$ cat config.mk
export PLATFORM = sky130hd
export DESIGN_NAME = irqc_top
export DESIGN_NICKNAME = d
export VERILOG_FILES = /design/src/rtl/irqc_pkg.sv /design/src/rtl/irqc_datapath.sv /design/src/rtl/irqc_ctrl.sv /design/src/rtl/irqc_top.sv
export SDC_FILE = /design/constraint.sdc
export NUM_CORES = 1
export LEC_CHECK = 0
export ABC_AREA = 1
export BUFFER_PORTS_ARGS = -buffer_cell sky130_fd_sc_hd__buf_2
export CORE_ASPECT_RATIO = 1.5
export CORE_MARGIN = 2
export CORE_UTILIZATION = 40
export CTS_CLUSTER_DIAMETER = 40
export DETAILED_ROUTE_END_ITERATION = 10
export MAX_ROUTING_LAYER = met4
export SETUP_SLACK_MARGIN = 0.05
export SLEW_MARGIN = 20
export SYNTH_ARGS = -nofsm -noshare
export SYNTH_HDL_FRONTEND = slang
export SYNTH_SLANG_ARGS = --single-unit
$ cat constraint.sdc
create_clock -name clk -period 1.4 [get_ports clk]
set_input_delay 0.14 -clock clk [delete_from_list [all_inputs] [get_ports clk]]
set_output_delay 0.14 -clock clk [all_outputs]
set_load 0.02 [all_outputs]
$ cat src/rtl/irqc_pkg.sv
package irqc_pkg;
  localparam int REG_W = 8;
  localparam int ADDR_W = 3;

  localparam logic [ADDR_W-1:0] ADDR_MASK  = 3'd0;
  localparam logic [ADDR_W-1:0] ADDR_MODE  = 3'd1;
  localparam logic [ADDR_W-1:0] ADDR_LEVEL = 3'd2;
  localparam logic [ADDR_W-1:0] ADDR_PEND  = 3'd3;
  localparam logic [ADDR_W-1:0] ADDR_VEC   = 3'd4;

  // Strobes from control to datapath
  typedef struct packed {
    logic             maskWr;
    logic             modeWr;
    logic             levelWr;
    logic             pendClr;
    logic             vecWr;
    logic [REG_W-1:0] data;
  } irqc_strobe_t;
endpackage

$ cat src/rtl/irqc_datapath.sv
module irqc_datapath
  import irqc_pkg::*;
#(
  parameter int NUM_CH      = 8,
  parameter int SYNC_STAGES = 2,
  parameter int VEC_W       = 8
) (
  input  logic               clk,
  input  logic               rstN,
  input  logic [NUM_CH-1:0]  chanIn,
  input  irqc_strobe_t       strobe,
  output logic [NUM_CH-1:0]  maskQ,
  output logic [NUM_CH-1:0]  modeQ,
  output logic [NUM_CH-1:0]  levelQ,
  output logic [NUM_CH-1:0]  pendQ,
  output logic [VEC_W-1:0]   vector
);
  localparam int IDX_W  = $clog2(NUM_CH);
  localparam int USER_W = VEC_W - IDX_W;

  logic [NUM_CH-1:0] syncPipe [SYNC_STAGES];
  logic [NUM_CH-1:0] syncOut;
  logic [NUM_CH-1:0] prevQ;
  logic [NUM_CH-1:0] eventVec;
  logic [NUM_CH-1:0] activeVec;
  logic [USER_W-1:0] userQ;
  logic [IDX_W-1:0]  topIdx;

  // Input synchronizer
  always_ff @(posedge clk or negedge rstN) begin
    if (!rstN) begin
      for (int s = 0; s < SYNC_STAGES; s++) syncPipe[s] <= '0;
    end else begin
      syncPipe[0] <= chanIn;
      for (int s = 1; s < SYNC_STAGES; s++) syncPipe[s] <= syncPipe[s-1];
    end
  end
  assign syncOut = syncPipe[SYNC_STAGES-1];

  // Previous sample for transition detection
  always_ff @(posedge clk or negedge rstN) begin
    if (!rstN) prevQ <= '0;
    else       prevQ <= syncOut;
  end

  // Per-channel event detection
  for (genvar g = 0; g < NUM_CH; g++) begin : gen_detect
    logic hitChange;
    logic hitLevel;
    assign hitChange   = syncOut[g] ^ prevQ[g];
    assign hitLevel    = ~(syncOut[g] ^ levelQ[g]);
    assign eventVec[g] = maskQ[g] & (modeQ[g] ? hitChange : hitLevel);
  end

  // Configuration registers
  always_ff @(posedge clk or negedge rstN) begin
    if (!rstN) begin
      maskQ  <= '0;
      modeQ  <= '0;
      levelQ <= '0;
      userQ  <= '0;
    end else begin
      if (strobe.maskWr)  maskQ  <= strobe.data[NUM_CH-1:0];
      if (strobe.modeWr)  modeQ  <= strobe.data[NUM_CH-1:0];
      if (strobe.levelWr) levelQ <= strobe.data[NUM_CH-1:0];
      if (strobe.vecWr)   userQ  <= strobe.data[VEC_W-1:IDX_W];
    end
  end

  // Pending bits: a new event wins over a same-cycle clear
  always_ff @(posedge clk or negedge rstN) begin
    if (!rstN) begin
      pendQ <= '0;
    end else begin
      pendQ <= (pendQ & ~(strobe.pendClr ? strobe.data[NUM_CH-1:0] : '0)) | eventVec;
    end
  end

  // Highest-numbered pending enabled channel
  assign activeVec = pendQ & maskQ;
  always_comb begin
    topIdx = '0;
    for (int i = 0; i < NUM_CH; i++) begin
      if (activeVec[i]) topIdx = IDX_W'(i);
    end
  end

  assign vector = {userQ, topIdx};
endmodule

$ cat src/rtl/irqc_ctrl.sv
module irqc_ctrl
  import irqc_pkg::*;
#(
  parameter int NUM_CH = 8,
  parameter int VEC_W  = 8
) (
  input  logic               wrEn,
  input  logic [ADDR_W-1:0]  wrAddr,
  input  logic [REG_W-1:0]   wrData,
  input  logic [ADDR_W-1:0]  rdAddr,
  output logic [REG_W-1:0]   rdData,
  input  logic               ackValid,
  input  logic [1:0]         ackLine,
  output logic [VEC_W-1:0]   ackData,
  input  logic [NUM_CH-1:0]  maskQ,
  input  logic [NUM_CH-1:0]  modeQ,
  input  logic [NUM_CH-1:0]  levelQ,
  input  logic [NUM_CH-1:0]  pendQ,
  input  logic [VEC_W-1:0]   vector,
  output irqc_strobe_t       strobe
);
  // Write decode
  always_comb begin
    strobe         = '0;
    strobe.data    = wrData;
    strobe.maskWr  = wrEn && (wrAddr == ADDR_MASK);
    strobe.modeWr  = wrEn && (wrAddr == ADDR_MODE);
    strobe.levelWr = wrEn && (wrAddr == ADDR_LEVEL);
    strobe.pendClr = wrEn && (wrAddr == ADDR_PEND);
    strobe.vecWr   = wrEn && (wrAddr == ADDR_VEC);
  end

  // Read mux
  always_comb begin
    case (rdAddr)
      ADDR_MASK:  rdData = REG_W'(maskQ);
      ADDR_MODE:  rdData = REG_W'(modeQ);
      ADDR_LEVEL: rdData = REG_W'(levelQ);
      ADDR_PEND:  rdData = REG_W'(pendQ);
      ADDR_VEC:   rdData = REG_W'(vector);
      default:    rdData = '0;
    endcase
  end

  // Acknowledge: only request line 0 returns the vector
  assign ackData = (ackValid && ackLine == 2'd0) ? vector : '0;
endmodule

$ cat src/rtl/irqc_top.sv
module irqc_top
  import irqc_pkg::*;
(
  input  logic       clk,
  input  logic       rstN,
  input  logic [7:0] chanIn,
  input  logic       wrEn,
  input  logic [2:0] wrAddr,
  input  logic [7:0] wrData,
  input  logic [2:0] rdAddr,
  output logic [7:0] rdData,
  input  logic       ackValid,
  input  logic [1:0] ackLine,
  output logic [7:0] ackData,
  output logic       irqN
);
  localparam int NUM_CH = 8;
  localparam int VEC_W  = 8;

  irqc_strobe_t      strobe;
  logic [NUM_CH-1:0] maskQ, modeQ, levelQ, pendQ;
  logic [VEC_W-1:0]  vector;

  irqc_ctrl #(.NUM_CH(NUM_CH), .VEC_W(VEC_W)) u_ctrl (
    .wrEn(wrEn), .wrAddr(wrAddr), .wrData(wrData),
    .rdAddr(rdAddr), .rdData(rdData),
    .ackValid(ackValid), .ackLine(ackLine), .ackData(ackData),
    .maskQ(maskQ), .modeQ(modeQ), .levelQ(levelQ), .pendQ(pendQ),
    .vector(vector), .strobe(strobe)
  );

  irqc_datapath #(.NUM_CH(NUM_CH), .SYNC_STAGES(2), .VEC_W(VEC_W)) u_dp (
    .clk(clk), .rstN(rstN), .chanIn(chanIn), .strobe(strobe),
    .maskQ(maskQ), .modeQ(modeQ), .levelQ(levelQ), .pendQ(pendQ),
    .vector(vector)
  );

  assign irqN = ~|(pendQ & maskQ);
endmodule

* Word-level counts from Yosys, hierarchy flattened
Index checks and enable logic that the tools add are counted.
** Word-level totals
- Bits in registers :: 61
- Bits in latches :: 0
- Memory bits (writable) :: 0
- Memory bits (read-only) :: 0
- Bits of input ports :: 28
- Output and inout bits :: 17
- Word-level logic and storage cells :: 81
- Memories kept :: 0
** Operators by class
- Add/subtract/negate cells :: 0
- Multipliers :: 0
- Divide/modulo/power cells :: 0
- Order comparisons :: 0
- Equality and inequality tests :: 8
- Shift operators :: 0
- Multiplexer cells :: 18
- Bitwise gates (word level) :: 36
- Reduce and logical (&&, ||, !) cells :: 11
** Operator list (count)
- 8-bit one-hot mux with 5 select lines :: 1
- 8-bit AND :: 2
- 8-bit two-way mux :: 2
- 1-bit bitwise XOR :: 16
- 3-bit by 2-bit == test with 1-bit output (second input constant) :: 4
- 3-bit two-way mux :: 4
- 1-bit two-way mux :: 9
- 1-bit AND :: 8
- 1-bit inverter :: 8
- 8-bit inverter :: 1
- 8-bit OR :: 1
- 8-bit OR reduction :: 1
- 3-bit by 1-bit == test with 1-bit output (second input constant) :: 2
- 3-bit == test (second input constant) :: 2
- 1-bit logical AND :: 6
- 3-bit zero test :: 2
- 2-bit two-way mux :: 2
- 2-bit zero test :: 1
- 1-bit zero test :: 1

* Longest topological paths before layout
Gate-level depths: netlist (run 1).
- Depth after elaboration :: 9
- Mapped depth :: 10
- Depth with buffers taken out :: 10

* By module
From an unflattened synthesis (run 1), not the netlist that was laid out.
** Second synthesis, totals
- Cells, all modules :: 322
- Area total of the unflattened synthesis :: 2975.4 um2
** Modules (own cells, without submodules)
- irqc_datapath :: instances 1, cells each 180, area an instance 2324.7 um2, sequential area each 1526.5 um2
- irqc_ctrl :: instances 1, cells each 123, area an instance 579.3 um2, sequential area each 0.0 um2
- irqc_top :: instances 1, cells each 19, area an instance 71.3 um2, sequential area each 0.0 um2

* Worst setup path after synthesis (run 1)
Ideal clock, no wire load.
- Kind :: flip-flop to output port
- Start :: reg u_dp.maskQ[5]
- End :: out irqN
- Data arrival time :: 1.187 ns
- Data required time :: 1.260 ns
- Setup slack :: 0.073 ns
- Cell stages (with the launch flop) :: 6
- Path buffers :: 0
- Path through :: dfrtp_1 -> nand2_1 -> nand2_1 -> nor2_1 -> inv_1 -> a2111oi_2
** Between the ends
- Word-level cells in the longest chain between the ends :: 3
** RTL lines
- start: declaration :: line irqc_datapath.sv:12 : output logic [NUM_CH-1:0] maskQ,
- start signal: assignment :: line irqc_datapath.sv:63 : if (strobe.maskWr) maskQ <= strobe.data[NUM_CH-1:0];
- 8-bit AND :: line irqc_top.sv:38 : assign irqN = ~|(pendQ & maskQ);
- 8-bit OR reduction :: line irqc_top.sv:38
- 1-bit zero test :: line irqc_top.sv:38
- end: declaration :: line irqc_top.sv:15 : output logic irqN
No other way between the ends.

* Final worst setup path (run 1)
- Start :: reg u_dp.pendQ[2]
- End :: out ackData[0]
** Between the ends
- Word-level cells in the longest chain between the ends :: 8
** RTL lines
- start: declaration :: line irqc_datapath.sv:15 : output logic [NUM_CH-1:0] pendQ,
- start signal: assignment :: line irqc_datapath.sv:75 : pendQ <= (pendQ & ~(strobe.pendClr ? strobe.data[NUM_CH-1:0] : '0)) | eventVec;
- 8-bit AND :: line irqc_datapath.sv:80 : assign activeVec = pendQ & maskQ;
- 2-bit two-way mux (2 in series) :: line irqc_datapath.sv:84 : if (activeVec[i]) topIdx = IDX_W'(i);
- 3-bit two-way mux (4 in series) :: line irqc_datapath.sv:84
- 8-bit two-way mux :: line irqc_ctrl.sv:46 : assign ackData = (ackValid && ackLine == 2'd0) ? vector : '0;
- end: declaration :: line irqc_top.sv:14 : output logic [7:0] ackData,
No other way between the ends.

==> flow_metrics.tcl, run 1 <==
set metrics [dict create \
    dp_slack_ns 0.0166 \
    overflow 0 \
    cp_slowest_cell "dfrtp_1" \
    die_y_um 103 \
    cts_num_sinks 61 \
    yosys_warnings 0 \
    start_kind "flop" \
    firstDrtPassIters 4 \
    power_density_nw_per_um2 1410 \
    ir_drop_uv 655 \
    rsz0062_at_grt "true" \
    cts_tree "yes" \
    cts_root_buf "clkbuf_8" \
    grt_pass1_vias 2283 \
    viasPerCell 4.94 \
    power_mw 5.13 \
    cp_cell_sequence "nand2_2 -> nand2_1 -> nand2_1 -> nand2_1 -> nand2_1 -> nand2_2 -> buf_4 -> a21oi_2 -> buf_4" \
    slew_viol_final 0 \
    fmax_mhz 590 \
    dp.cells 428 \
    p_seq_frac 0.428 \
    row_count 36 \
    gr-usage-all-layers 0.204 \
    place_congestion 0.851 \
    critPathKind "flop to primary output" \
    h-tree-depth 3 \
    violations "setup timing" \
    worst_slew_pin_slew_ns 0.498 \
    layout_setup_ws_ns -0.295 \
    syn_avg_cell_area_um2 8.88 \
    core_um2 6440 \
    cp-end-kind "primary output" \
    setup_viol 11 \
    cp_max_fo 3 \
    hold_path.class "input port to flop" \
    synth_top_area_share 0.583 \
    boundaryPins 45 \
    cpPeakStageDelay_ns 0.40 \
    syn_nets 323 \
    syn-cell-area_um2 2620 \
    drive_gt1_frac 0.341 \
    diodes 0 \
    cts_made_buffers 9 \
    ys_ff_latch 61 \
    slew-limit-headroom 0.667 \
    synth_top_area_cell "dfrtp_1" \
    pwr-share-comb 0.251 \
    synth-async-reset-ratio 1.00 \
    syn-instance-count 295 \
    skew_ns 0.00941 \
    p_sw_mw 1.55 \
    drcViolationCount 0 \
    drv_cap 0 \
    netSwitchingFraction 0.301 \
    nets 416 \
    num_vias 2317 \
    cp.required_ns 1.26 \
    start_util 0.407 \
    grt_max_degree 62 \
    final_cells 469 \
    yosysSeqAreaShare 0.583 \
    fin_setup_tns_ns -1.84 \
    insertion_delay_ns 0.34 \
    p_leak_nw 1.77 \
    dominantRegCellSynth "dfrtp_1" \
    final-hold-violation-count 0 \
    dieArea_um2 7230 \
    ys_types 21 \
    outcome "finished, violations left" \
    cp_common_cell "nand2_1" \
    wl_um 6640 \
    min_period_ns 1.69 \
    p_clk_frac 0.321 \
    dp_hpwl_um 4380 \
    drt_first_iter_violations 182 \
    synth_edf_count 0 \
    arrival_ns 1.55 \
    rr_worst_depth 6 \
    area_growth_pct 39.3 \
    whs_path_depth 3 \
    fillers 582 \
    cellInternalPower_mw 3.58 \
    clkTransAtPathRegs_ns 0.07 \
    period_share 1.21 \
    antenna_found_initial 0 \
    timing.hold.ws_ns 0.113 \
    synthTopCellsByArea "dfrtp_1, nand2_1, o21ai_0" \
    portBuffers 44 \
    wl_per_cell_um 14.1 \
    grt_pass1_wl_um 10800 \
    die_x_um 70.1 \
    ant_nets 0 \
    cts_max_path_buffers 2 \
]
==> synth_stat cells (2+ instances only) <==
cell type / n
inv_2: 5
o31ai_1: 8
nand2_1: 84
o21ai_1: 3
and2_1: 8
inv_1: 27
a21oi_1: 9
o211ai_1: 2
dfrtp_1: 61
o21ai_0: 49
buf_6: 3
nand3_1: 8
nor2_1: 20
==> cells in the final DEF (no fill, tap or decap), drive strengths merged, types with 2 or more instances in the layout <==
cell type    count
nand3            9
and2             8
clkbuf          13
o31ai            8
buf             76
a21oi            9
dfrtp           61
inv             32
nand2           85
dlygate4sd3      9
o211ai           2
o21ai           52
nor2            22
==> layer usage <==
layer  vias to the layer above  global-route usage  wire, um
li1                       1149                   -         -
met1                      1113               0.229      2830
met2                        45               0.338      3310
met3                        10              0.0450       300
met4                         0               0.112       189
met5                         -                   -         0
==> final cells by class <==
cell class	count	area [um2]	area share
Sequential cell	61	1530	0.418
Multi-Input combinational cell	199	1040	0.286
Timing Repair Buffer	85	642	0.176
Clock buffer	13	169	0.0463
Inverter	32	130	0.0357
Tap cell	76	95.1	0.0261
Clock inverter	3	42.5	0.0117
==> power by group through the flow <==
stage / combinational, mW / clock [mW] / sequential, mW
finish: 1.29 / 1.65 / 2.19
global route: 1.44 / 1.77 / 2.23
CTS: 1.13 / 1.68 / 2.18
detailed placement: 0.901 / 0 / 2.21
global placement: 0.889 / 0 / 2.20
floorplan: 0.565 / 0 / 2.17
==> state kept, by name (all words and copies together), names as in the netlist <==
register	count
u_dp.userQ	5
u_dp.syncOut	8
u_dp.maskQ	8
u_dp.syncPipe	8
u_dp.prevQ	8
u_dp.modeQ	8
u_dp.levelQ	8
u_dp.pendQ	8
==> cells by family (layout without fill, tap and decap cells) <==
logic type,Yosys count,after routing,share of synthesized area
simple gates,126,126,0.205
compound gates,73,73,0.154
flops,61,61,0.583
buf+inv,35,133,0.0587
==> what timing repair did <==
item	CTS	global route
pin swaps	8	17
resized for setup	36	36
endpoints found under the setup margin	12	12
endpoints found under the hold margin	69	0
gates cloned	0	0
hold buffers	9	0
setup buffers	11	8
==> worst max-delay path, delay by kind of cell (launching register included) <==
family,cells,cell delay [ns]
DFF,1,0.40
AOI/OAI and AO/OA,1,0.11
and+or+nand+nor,6,0.41
buffers and inverters,2,0.30
==> final timing paths <==
path                                    from                end  slack (ns)
setup / recovery               u_dp.pendQ[2]         ackData[0]       -0.29
hold / removal                     wrData[2]     u_dp.levelQ[2]        0.11
setup reg to reg               u_dp.maskQ[3]      u_dp.pendQ[3]        0.26
hold reg to reg            u_dp.syncPipe[12]    u_dp.syncOut[4]        0.35
max in group asynchronous               rstN      u_dp.pendQ[4]        0.78
min in group asynchronous               rstN  u_dp.syncPipe[14]        0.34
==> metrics by stage <==
stage               area [um2]  utilization
floorplan                 2620            -
global placement          3030        0.471
detailed placement        3030        0.471
CTS                       3510        0.546
global route              3650        0.566
finish                    3650        0.566
Note: power is estimated with default switching activity, not from simulation.
==> run 2: changes to the inputs <==
--- a/config.mk
+++ b/config.mk
@@ -10,6 +10,7 @@
 export CORE_ASPECT_RATIO = 1.5
 export CORE_MARGIN = 2
 export CORE_UTILIZATION = 40
+export CTS_BUF_LIST = sky130_fd_sc_hd__clkbuf_2
 export CTS_CLUSTER_DIAMETER = 40
 export DETAILED_ROUTE_END_ITERATION = 10
 export MAX_ROUTING_LAYER = met4
==> run 2 against run 1 <==
Net effect:
- the flow still finishes with violations (setup timing)
- routed wire length is 1.9% higher
- hold slack worse by 0.030 ns
- sequential share of layout area about the same
- global-route usage decreased by 0.051 points
- maximum frequency decreased by 11%
- register-to-register slack about the same
- highest routed layer unchanged
- sequential power hardly changed
- power is 11% lower
- final area barely moved
==> flow_metrics.tcl, run 2 (synthesis gave the netlist of run 1 again) <==
set metrics [dict create \
    fin_setup_tns_ns -4.24 \
    rsz0062_at_grt "true" \
    arrival_ns 1.75 \
    ff2ff_setup_slack_ns 0.26 \
    dieArea_um2 7230 \
    dp_slack_ns 0.0166 \
    num_vias 2374 \
    rr_worst_depth 3 \
    period_share 1.35 \
    drive_gt1_frac 0.339 \
    start_util 0.407 \
    portBuffers 44 \
    r2r-start "u_dp.modeQ[7]" \
    outcome "finished, violations left" \
    drv_cap 0 \
    ant_nets 0 \
    grt_max_degree 62 \
    layout_setup_ws_ns -0.495 \
    diodes 0 \
    boundaryPins 45 \
    cp.required_ns 1.26 \
    p_seq_frac 0.479 \
    dp_hpwl_um 4380 \
    cts_num_sinks 61 \
    mostFrequentLayoutCells "nand2_1, dfrtp_1, o21ai_0, buf_4, buf_2" \
    power_mw 4.58 \
    wl_um 6760 \
    violations "setup timing" \
    firstDrtPassIters 4 \
    worst_slew_pin_slew_ns 0.494 \
    p_leak_nw 1.76 \
    setup_viol 12 \
    min_period_ns 1.89 \
    viasPerCell 4.98 \
    place_congestion 0.851 \
    final-hold-violation-count 0 \
    p_clk_frac 0.229 \
    cts_root_buf "clkbuf_2" \
    fmax_mhz 528 \
    clkTransAtPathRegs_ns 0.18 \
    hold_path.class "input port to flop" \
    grt_pass1_wl_um 10800 \
    ir_drop_uv 556 \
    cts_made_buffers 9 \
    timing.rr.end "u_dp.pendQ[7]" \
    cp-end-kind "primary output" \
    wl_per_cell_um 14.2 \
    start_kind "flop" \
    timing.hold.ws_ns 0.0832 \
    power_density_nw_per_um2 1250 \
    p_sw_mw 1.54 \
    worstSetupEndpoint "rdData[0]" \
    netSwitchingFraction 0.336 \
    drcViolationCount 0 \
    startpoint "u_dp.maskQ[4]" \
    cts_max_path_buffers 2 \
    row_count 36 \
    gr-usage-all-layers 0.203 \
    h-tree-depth 3 \
    slew-limit-headroom 0.670 \
    cp_max_fo 2 \
    antenna_found_initial 0 \
    cellInternalPower_mw 3.04 \
    die_y_um 103 \
    die_x_um 70.1 \
    pwr-share-comb 0.292 \
    nets 424 \
    area_growth_pct 39.3 \
    design_area_um2 3650 \
    drt_first_iter_violations 105 \
    critPathKind "flop to primary output" \
    core_um2 6440 \
    slew_viol_final 0 \
    grt_pass1_vias 2311 \
    cts_tree "yes" \
    insertion_delay_ns 0.51 \
    layout_commonest_cell "nand2_1" \
    dpl_cell_area_um2 3030 \
    skew_ns 0.0200 \
    overflow 0 \
]
run 2: cell count changes in the layout (fill, tap and decap cells not counted), moves of 3 or more:
cell | previous run | this run
clkbuf_8 | 12 | 0
clkbuf_2 | 0 | 10
dlygate4sd3_1 | 9 | 17
buf_2 | 32 | 27
buf_4 | 30 | 35
clkinv_1 | 0 | 3
run 2: worst min path at each step:
stage	slack [ns]	from	end	cells past startpoint
after floorplan	-0.16	rstN	u_dp.levelQ[0]	0
after CTS	0.08	wrAddr[2]	u_dp.userQ[2]	3
after detailed placement	0.18	rstN	u_dp.syncPipe[13]	2
after global placement	0.17	rstN	u_dp.syncPipe[13]	2
final	0.08	wrAddr[2]	u_dp.userQ[3]	3
after global routing	0.1	wrAddr[2]	u_dp.userQ[3]	3
run 2: repair_timing:
item,CTS,global route
pin swaps,9,20
hold buffers,17,0
gates cloned,0,0
buffers inserted,9,10
setup endpoints to repair,17,17
hold endpoints to repair,98,0
resized for setup,39,43
run 2: per-stage QoR:
stage           util  instances
2_1_floorplan      -        295
4_1_cts        0.539        470
6_report       0.567        477
3_3_place_gp   0.471        428
3_5_place_dp   0.471        428
5_1_grt        0.567        477
run 2: power by group through the flow:
| stage | sequential, mW | combinational (mW) | clock (mW) |
|---|---|---|---|
| 2_1_floorplan | 2.17 | 0.565 | 0 |
| 4_1_cts | 2.18 | 1.12 | 1.07 |
| 3_5_place_dp | 2.21 | 0.901 | 0 |
| 3_3_place_gp | 2.20 | 0.889 | 0 |
| 6_report | 2.20 | 1.34 | 1.05 |
| 5_1_grt | 2.23 | 1.49 | 1.15 |
run 2: per-layer routing:
metal / global-route usage / vias up / wire length [um]
met5: - / - / 0
met4: 0.132 / 0 / 286
met3: 0.0303 / 22 / 296
met2: 0.337 / 59 / 3390
met1: 0.230 / 1128 / 2790
li1: - / 1165 / -
run 2: area by class of cell:
class / count / area, um2
inverters: 32 / 130
repair buffers: 93 / 734
flip-flops and latches: 61 / 1530
clock inverters: 6 / 53.8
clock buffers: 10 / 50.0
well taps: 76 / 95.1
fillers: 591 / 2790
multi-input cells: 199 / 1060
run 2: worst max-delay path, cell delays in order, from the launching register on:
cell	delay (ns)
dfrtp_1	0.44
nand2_2	0.10
buf_4	0.13
nand2_1	0.06
nand2_1	0.09
nand2_2	0.07
nand2_2	0.06
nand2_2	0.05
a21oi_2	0.13
buf_4	0.15
